## config.mk

```make
export PLATFORM = sky130hd
export DESIGN_NAME = i2c_regbank_target
export DESIGN_NICKNAME = d
export VERILOG_FILES = /design/src/rtl/i2creg_pkg.sv /design/src/rtl/i2c_line_sampler.sv /design/src/rtl/i2c_target_fsm.sv /design/src/rtl/creg_bank.sv /design/src/rtl/i2c_regbank_target.sv
export SDC_FILE = /design/constraint.sdc
export NUM_CORES = 1
export LEC_CHECK = 0
export ABC_AREA = 1
export BUFFER_PORTS_ARGS = -buffer_cell sky130_fd_sc_hd__buf_4
export CORE_MARGIN = 1
export CORE_UTILIZATION = 55
export CTS_CLUSTER_DIAMETER = 80
export CTS_CLUSTER_SIZE = 28
export DETAILED_ROUTE_END_ITERATION = 6
export PLACE_DENSITY_LB_ADDON = 0.3
export REMOVE_ABC_BUFFERS = 1
export SLEW_MARGIN = 20
export SYNTH_ARGS = -nofsm -noshare
export SYNTH_HDL_FRONTEND = slang
export SYNTH_SLANG_ARGS = --single-unit
export TNS_END_PERCENT = 100
```

## constraint.sdc

```tcl
create_clock -name clk -period 1.91 [get_ports clk]
set_clock_uncertainty 0.1 [all_clocks]
set_input_delay 0.2865 -clock clk [delete_from_list [all_inputs] [get_ports clk]]
set_output_delay 0.2865 -clock clk [all_outputs]
set_load 0.02 [all_outputs]
```

## src/rtl/i2creg_pkg.sv

```systemverilog
package i2creg_pkg;
   typedef enum logic [3:0] {
      S_IDLE, S_ADDR, S_ADDR_ACK, S_PTR, S_PTR_ACK,
      S_WDAT, S_WDAT_ACK, S_RDAT, S_RACK
   } tgt_state_e;

   localparam logic [7:0] A_CTRL = 8'd1;
   localparam logic [7:0] A_LVL  = 8'd2;
   localparam logic [7:0] A_FLT  = 8'd3;
   localparam logic [7:0] A_VER  = 8'd4;
endpackage

```

## src/rtl/i2c_line_sampler.sv

```systemverilog
module i2c_line_sampler #(
   parameter int SYNC_STAGES = 2
) (
   input  logic clk,
   input  logic rst_n,
   input  logic scl_i,
   input  logic sda_i,
   output logic scl_lvl,
   output logic sda_lvl,
   output logic scl_rise,
   output logic scl_fall,
   output logic start_det,
   output logic stop_det
);
   localparam int TOP = SYNC_STAGES;

   generate
      if (SYNC_STAGES < 2 || SYNC_STAGES > 4) begin : g_bad_sync
         $error("SYNC_STAGES must lie in 2..4");
      end
   endgenerate

   // one stage beyond the synchronizer keeps the previous level
   logic [TOP:0] scl_pipe, sda_pipe;

   always_ff @(posedge clk or negedge rst_n) begin
      if (!rst_n) begin
         scl_pipe <= '1;
         sda_pipe <= '1;
      end else begin
         scl_pipe <= {scl_pipe[TOP-1:0], scl_i};
         sda_pipe <= {sda_pipe[TOP-1:0], sda_i};
      end
   end

   assign scl_lvl   = scl_pipe[TOP-1];
   assign sda_lvl   = sda_pipe[TOP-1];
   assign scl_rise  = scl_pipe[TOP-1] & ~scl_pipe[TOP];
   assign scl_fall  = ~scl_pipe[TOP-1] & scl_pipe[TOP];
   assign start_det = scl_pipe[TOP-1] & scl_pipe[TOP] & sda_pipe[TOP] & ~sda_pipe[TOP-1];
   assign stop_det  = scl_pipe[TOP-1] & scl_pipe[TOP] & ~sda_pipe[TOP] & sda_pipe[TOP-1];
endmodule

```

## src/rtl/i2c_target_fsm.sv

```systemverilog
module i2c_target_fsm
   import i2creg_pkg::*;
#(
   parameter logic [6:0] DEV_ADDR = 7'h60,
   parameter int         PTR_W    = 8
) (
   input  logic             clk,
   input  logic             rst_n,
   input  logic             scl_lvl,
   input  logic             sda_lvl,
   input  logic             scl_rise,
   input  logic             scl_fall,
   input  logic             start_det,
   input  logic             stop_det,
   input  logic [7:0]       rd_data,
   output logic [PTR_W-1:0] ptr,
   output logic             sda_pull,
   output logic             wr_stb,
   output logic [PTR_W-1:0] wr_addr,
   output logic [7:0]       wr_data,
   output logic             rd_stb,
   output logic [PTR_W-1:0] rd_stb_addr
);
   localparam int CNT_W = $clog2(8) + 1;

   generate
      if (PTR_W != 8) begin : g_bad_ptr
         $error("PTR_W must equal the 8-bit pointer byte");
      end
   endgenerate

   tgt_state_e       st;
   logic [7:0]       sh;
   logic [CNT_W-1:0] cnt;
   logic             rw, mack;

   always_ff @(posedge clk or negedge rst_n) begin
      if (!rst_n) begin
         st <= S_IDLE; sh <= '0; cnt <= '0; rw <= 1'b0; mack <= 1'b0;
         ptr <= '0; sda_pull <= 1'b0;
         wr_stb <= 1'b0; wr_addr <= '0; wr_data <= '0;
         rd_stb <= 1'b0; rd_stb_addr <= '0;
      end else begin
         wr_stb <= 1'b0;
         rd_stb <= 1'b0;
         if (start_det) begin
            st <= S_ADDR; cnt <= '0; sda_pull <= 1'b0;
         end else if (stop_det) begin
            st <= S_IDLE; sda_pull <= 1'b0;
         end else begin
            case (st)
               S_ADDR, S_PTR, S_WDAT: begin
                  if (scl_rise) begin
                     sh  <= {sh[6:0], sda_lvl};
                     cnt <= cnt + 1'b1;
                  end else if (scl_fall && cnt == CNT_W'(8)) begin
                     cnt <= '0;
                     if (st == S_ADDR) begin
                        if (sh[7:1] == DEV_ADDR) begin
                           rw <= sh[0]; sda_pull <= 1'b1; st <= S_ADDR_ACK;
                        end else begin
                           st <= S_IDLE;
                        end
                     end else if (st == S_PTR) begin
                        ptr <= sh; sda_pull <= 1'b1; st <= S_PTR_ACK;
                     end else begin
                        wr_stb <= 1'b1; wr_addr <= ptr; wr_data <= sh;
                        sda_pull <= 1'b1; st <= S_WDAT_ACK;
                     end
                  end
               end
               S_ADDR_ACK, S_PTR_ACK, S_WDAT_ACK: begin
                  if (scl_fall) begin
                     sda_pull <= 1'b0;
                     if (st == S_WDAT_ACK) begin
                        ptr <= ptr + 1'b1; st <= S_WDAT;
                     end else if (st == S_PTR_ACK) begin
                        st <= S_WDAT;
                     end else if (rw) begin
                        sh <= rd_data; rd_stb <= 1'b1; rd_stb_addr <= ptr;
                        ptr <= ptr + 1'b1; sda_pull <= ~rd_data[7];
                        st <= S_RDAT;
                     end else begin
                        st <= S_PTR;
                     end
                  end
               end
               S_RDAT: begin
                  if (scl_fall) begin
                     if (cnt == CNT_W'(7)) begin
                        cnt <= '0; sda_pull <= 1'b0; st <= S_RACK;
                     end else begin
                        sh <= {sh[6:0], 1'b0}; sda_pull <= ~sh[6];
                        cnt <= cnt + 1'b1;
                     end
                  end
               end
               S_RACK: begin
                  if (scl_rise) begin
                     mack <= ~sda_lvl;
                  end else if (scl_fall) begin
                     if (mack) begin
                        sh <= rd_data; rd_stb <= 1'b1; rd_stb_addr <= ptr;
                        ptr <= ptr + 1'b1; sda_pull <= ~rd_data[7];
                        st <= S_RDAT;
                     end else begin
                        st <= S_IDLE;
                     end
                  end
               end
               default: st <= S_IDLE;
            endcase
         end
      end
   end

   // an idle target never holds the line
   p_idle_release_r11: assert property (@(posedge clk) disable iff (!rst_n)
      (st == S_IDLE) |-> !sda_pull);
   // the target only starts pulling while the sampled clock is low
   p_drive_on_low_r2: assert property (@(posedge clk) disable iff (!rst_n)
      $rose(sda_pull) |-> !scl_lvl);
   // a master NACK leaves the line released at the next clock fall
   p_nack_release_r4: assert property (@(posedge clk) disable iff (!rst_n)
      (st == S_RACK && !mack && scl_fall && !start_det && !stop_det) |=> !sda_pull);
endmodule

```

## src/rtl/creg_bank.sv

```systemverilog
module creg_bank
   import i2creg_pkg::*;
#(
   parameter logic [3:0] VERSION = 4'b0010,
   parameter int         PTR_W   = 8
) (
   input  logic             clk,
   input  logic             rst_n,
   input  logic             wr_stb,
   input  logic [PTR_W-1:0] wr_addr,
   input  logic [7:0]       wr_data,
   input  logic [PTR_W-1:0] rd_addr,
   input  logic             rd_stb,
   input  logic [PTR_W-1:0] rd_stb_addr,
   input  logic             therm_evt,
   output logic [7:0]       rd_data,
   output logic             en_l,
   output logic             en_r,
   output logic [1:0]       mode,
   output logic             sws,
   output logic             therm,
   output logic             mute_l,
   output logic             mute_r,
   output logic [5:0]       gain,
   output logic             flt_l,
   output logic             flt_r
);
   always_ff @(posedge clk or negedge rst_n) begin
      if (!rst_n) begin
         en_l <= 1'b0; en_r <= 1'b0; mode <= 2'b00; sws <= 1'b0;
         mute_l <= 1'b1; mute_r <= 1'b1; gain <= '0;
         flt_l <= 1'b0; flt_r <= 1'b0;
      end else if (wr_stb) begin
         case (wr_addr)
            A_CTRL: begin
               en_l <= wr_data[7] & ~wr_data[0];
               en_r <= wr_data[6] & ~wr_data[0];
               mode <= wr_data[5:4];
               sws  <= wr_data[0];
            end
            A_LVL: begin
               mute_l <= wr_data[7]; mute_r <= wr_data[6]; gain <= wr_data[5:0];
            end
            A_FLT: begin
               flt_l <= wr_data[1]; flt_r <= wr_data[0];
            end
            default: ;
         endcase
      end
   end

   always_ff @(posedge clk or negedge rst_n) begin
      if (!rst_n)                                  therm <= 1'b0;
      else if (therm_evt)                          therm <= 1'b1;
      else if (rd_stb && rd_stb_addr == A_CTRL)    therm <= 1'b0;
   end

   always_comb begin
      case (rd_addr)
         A_CTRL:  rd_data = {en_l, en_r, mode, 2'b00, therm, sws};
         A_LVL:   rd_data = {mute_l, mute_r, gain};
         A_FLT:   rd_data = {6'b0, flt_l, flt_r};
         A_VER:   rd_data = {4'b0, VERSION};
         default: rd_data = 8'h00;
      endcase
   end

   p_sws_clears_en_r9: assert property (@(posedge clk) disable iff (!rst_n)
      (wr_stb && wr_addr == A_CTRL && wr_data[0]) |=> (!en_l && !en_r && sws));
   p_therm_set_r8: assert property (@(posedge clk) disable iff (!rst_n)
      therm_evt |=> therm);
   p_therm_clear_r8: assert property (@(posedge clk) disable iff (!rst_n)
      (rd_stb && rd_stb_addr == A_CTRL && !therm_evt) |=> !therm);
   p_lvl_store_r3: assert property (@(posedge clk) disable iff (!rst_n)
      (wr_stb && wr_addr == A_LVL) |=> ({mute_l, mute_r, gain} == $past(wr_data)));
endmodule

```

## src/rtl/i2c_regbank_target.sv

```systemverilog
module i2c_regbank_target #(
   parameter logic [6:0] DEV_ADDR    = 7'h60,
   parameter logic [3:0] VERSION     = 4'b0010,
   parameter int         SYNC_STAGES = 2
) (
   input  logic       clk,
   input  logic       shdn_n,
   input  logic       scl_i,
   input  logic       sda_i,
   output logic       sda_pull_o,
   input  logic       therm_evt_i,
   output logic       amp_en_l_o,
   output logic       amp_en_r_o,
   output logic [1:0] route_mode_o,
   output logic       soft_down_o,
   output logic       therm_flag_o,
   output logic       mute_l_o,
   output logic       mute_r_o,
   output logic [5:0] gain_o,
   output logic       float_l_o,
   output logic       float_r_o
);
   localparam int PTR_W = 8;

   logic scl_lvl, sda_lvl, scl_rise, scl_fall, start_det, stop_det;
   logic wr_stb, rd_stb;
   logic [PTR_W-1:0] ptr, wr_addr, rd_stb_addr;
   logic [7:0] wr_data, rd_data;

   i2c_line_sampler #(.SYNC_STAGES(SYNC_STAGES)) u_smp (
      .clk(clk), .rst_n(shdn_n), .scl_i(scl_i), .sda_i(sda_i),
      .scl_lvl(scl_lvl), .sda_lvl(sda_lvl), .scl_rise(scl_rise),
      .scl_fall(scl_fall), .start_det(start_det), .stop_det(stop_det));

   i2c_target_fsm #(.DEV_ADDR(DEV_ADDR), .PTR_W(PTR_W)) u_fsm (
      .clk(clk), .rst_n(shdn_n), .scl_lvl(scl_lvl), .sda_lvl(sda_lvl),
      .scl_rise(scl_rise), .scl_fall(scl_fall), .start_det(start_det),
      .stop_det(stop_det), .rd_data(rd_data), .ptr(ptr), .sda_pull(sda_pull_o),
      .wr_stb(wr_stb), .wr_addr(wr_addr), .wr_data(wr_data),
      .rd_stb(rd_stb), .rd_stb_addr(rd_stb_addr));

   creg_bank #(.VERSION(VERSION), .PTR_W(PTR_W)) u_bank (
      .clk(clk), .rst_n(shdn_n), .wr_stb(wr_stb), .wr_addr(wr_addr),
      .wr_data(wr_data), .rd_addr(ptr), .rd_stb(rd_stb),
      .rd_stb_addr(rd_stb_addr), .therm_evt(therm_evt_i), .rd_data(rd_data),
      .en_l(amp_en_l_o), .en_r(amp_en_r_o), .mode(route_mode_o),
      .sws(soft_down_o), .therm(therm_flag_o), .mute_l(mute_l_o),
      .mute_r(mute_r_o), .gain(gain_o), .flt_l(float_l_o), .flt_r(float_r_o));
endmodule

```

==> summary.md <==
| Metric | Value |
|---|---|
| Status | finished, final reports clean |
| Routed Antenna Nets | 0 |
| Die Y | 87.1 um |
| NumNets Final | approximately 600 |
| Finished Cell Area | ~4800 um2 |
| Synth Register Bits | 75 |
| Share of flip-flops with an asynchronous set or reset | 100% |
| Seq/Total Area, Yosys | 47.4% |
| Hpwl dp | 6740 um |
| Global route total overflow | 0 |
| Synth area leaders | dfrtp_1 42%, nand2_1 16%, o21ai_0 6.4%, dfstp_2 5.3%, inv_1 5.0% |
| DIE AREA | approximately 7600 um2 |
| Global-route wire length before repair | ~15000 um |
| CORE AREA | between 6000 and 7000 um2 |
| I/O Buffers | 21 |
| Cell mode on critical path | nand2_1 |
| # DRC | 0 |
| CTS Buf Count | 9 |
| Post-synth EDFFs | 0 |
| GP Congestion | about 0.94 |
| Syn Area/Cell | roughly 7.7 um2 |
| Critical Path Start Type | register |
| Initial Utilization | between 50% and 60% |
| Share of the synthesized area in the top cell type | between 40% and 50% |
| TritonCTS clock tree | yes |
| Power Density | 792 nW/um2 |
| Buf/Inv on CP | 2 |
| Share of layout cells above drive strength 1 | 21.2% |
| Worst Max-Slew Pin Slew | between 0.4 and 0.5 ns |
| Crit path cell chain | nand2_1 -> inv_1 -> nand2_1 -> nand2_1 -> inv_2 -> nand2_1 -> nor2_1 -> nand3b_1 -> nand2_1 -> nand2_1 |
| Largest area contributor in the netlist | dfrtp_1 |
| Non-Filler Instances | 676 |
| Max Cap Viol | 0 |
| Final worst slack | between 0.06 and 0.07 ns |
| Post-synth top cells | 172 x nand2_1, 67 x dfrtp_1, 53 x inv_1 |
| Maximum clock insertion buffer count | 2 |
| Most frequent cell after synthesis | nand2_1 |
| Critical path type | reg -> reg |
| Maximum vdd drop | 0.565 mV |
| Vias in the first global route | 3346 |
| Clock transition at the registers of the reported paths | about 0.080 ns |
| Area after DPL | ~4400 um2 |
| Worst-path fanout max | 7 |
| Top Ports | 22 |
| Overall power | ~3.8 mW |
| Slew Limit Headroom | roughly 68% |
| CP top delay family | simple AND/OR/NAND/NOR gates |
| Dpl ws | -0.0994 ns |
| Starting DRT DRC Count | between 200 and 300 |
| DRT Pass-1 Iters | 6 |
| Final WL | 9550 um |
| Post-DR wirelength/cell | around 14 um |
| Flop-to-flop setup slack | approximately 0.060 ns |
| Initial antenna violation count | 0 |
| Via/cell ratio | approximately 5.3 |
| Setup TNS | 0 ns |
| Synth cell types | 34 |
| Diode count | 0 |
| CP required | just over 2 ns |
| Mapped cell area | slightly below 4000 um2 |
| Clock sink total | 75 |
| Syn Inst Count | 517 |
| Final Hold Fails | 0 |
| Worst hold-check path type | in -> reg |
| Rows | 30 |
| Fmax | around 0.54 GHz |
| H-Tree Depth | 3 |
| Delay of the slowest critical-path stage | 0.56 ns |
| Synth warn | 0 |
| P&R area growth vs syn | 20.7% |
| Global-route usage over all layers | a little over a quarter |
| Largest net degree at the start of global routing | 39 |
| Slowest CP cell | dfstp_2 |
| Final setup fails | 0 |
| Minimum clock period | ~1.8 ns |
| Clk_lat worst skew | about 0.36 ns |
| # placed instances | around 650 |
| Count of final max-slew check failures | 0 |
| Leakage | 2.40 nW |
| Crit share post-route | between 90% and 100% |
| Die width | approximately 87 um |
| # fillers | 607 |
| Clock root cell | clkbuf_8 |
| CP endpoint kind | register |
| DR vias | 3592 |
| Dominant synthesized flop cell | dfrtp_1 |
| Crit path arrival time | between 1.5 and 2 ns |
layer usage:
metal / wire length [um] / part of all wire, % / global-route usage (%)
met1: 4430 / 46 / 37.0
met3: 542 / 5.7 / 6.82
met4: 193 / 2.0 / 9.09
met2: 4380 / 46 / 41.4
met5: 0 / 0 / 0
metrics by stage:
stage	util, %	hold slack, ns
floorplan	-	-0.109
global placement	63.7	0.182
detailed placement	63.7	0.190
CTS	67.8	0.0128
global route	69.5	0.0411
finish	69.5	0.0173
power by group:
group | internal [mW] | total [mW] | switching, mW | leakage, nW
clock | 0.771 | 1.39 | 0.615 | 0.108
sequential | 1.68 | 1.77 | 0.0964 | 1.00
combinational | 0.247 | 0.645 | 0.397 | 1.29
area by class of cell:
cell class                      count  area (um2)  area share, %
Sequential cell                    75        1890           39.4
Multi-Input combinational cell    373        1850           38.6
Timing Repair Buffer               58         490           10.2
Inverter                           58         220           4.59
Clock buffer                       10         138           2.87
Tap cell                           96         120           2.50
Clock inverter                      6        88.8           1.85
timing repair:
action / 4_1_cts / 5_1_grt
hold buffers: 3 / 0
pin swaps: 1 / 4
gates resized for setup: 3 / 18
endpoints found under the setup margin: 6 / 24
buffers inserted: 3 / 7
endpoints found under the hold margin: 36 / 0
state kept, by name, indices dropped and copies added, names as in the netlist, 2 cells and up:
name	count
u_bank.gain	6
u_bank.mode	2
u_fsm.cnt	4
u_fsm.ptr	8
u_fsm.rd_stb_addr	8
u_fsm.sh	8
u_fsm.st	4
u_fsm.wr_addr	8
u_fsm.wr_data	8
u_smp.scl_pipe	3
u_smp.sda_pipe	3
worst paths after layout:
check                                   from                end  depth (start not counted)
max                        u_smp.scl_pipe[2]        u_fsm.st[2]                         10
min                              therm_evt_i       u_bank.therm                          3
max reg2reg                u_smp.scl_pipe[2]        u_fsm.st[2]                         10
min reg2reg                u_smp.sda_pipe[0]  u_smp.sda_pipe[1]                          0
max in group asynchronous             shdn_n  u_smp.sda_pipe[1]                          3
min in group asynchronous             shdn_n   u_fsm.wr_addr[1]                          2
placed cells by master, fill, tap and decap left out, types with 3 or more instances in the layout:
cell type	Yosys	routed
a21oi_1	9	8
buf_12	0	4
buf_4	1	50
clkbuf_8	0	10
dfrtp_1	67	63
dfrtp_2	0	4
dfstp_2	8	8
dlygate4sd3_1	0	3
ha_1	6	6
inv_1	53	52
inv_2	5	5
nand2_1	172	172
nand2_2	8	7
nand2_4	2	3
nand3_1	29	28
nand3_2	5	6
nand4_1	9	9
nor2_1	39	34
nor2_2	5	6
nor2_4	3	7
nor3_1	5	4
o211ai_1	3	3
o21ai_0	51	49
o21ai_1	9	11
o21bai_1	3	3
tightest hold or removal path, stage by stage:
cell and delay [ns]:
buf_4 0.07, inv_1 0.03, nand2_1 0.05
logic make-up (layout without fill, tap and decap cells):
logic type / Yosys count / after routing / share of synthesized area, %
AND/OR/NAND/NOR: 281 / 281 / 31.0
flip-flops: 75 / 75 / 47.4
AO/OA/AOI/OAI: 82 / 82 / 11.5
buffers and inverters: 69 / 132 / 7.33
adder cells (fa/ha/maj): 6 / 6 / 1.89
XOR/XNOR: 4 / 4 / 0.881
(Power assumes the default switching activity.)
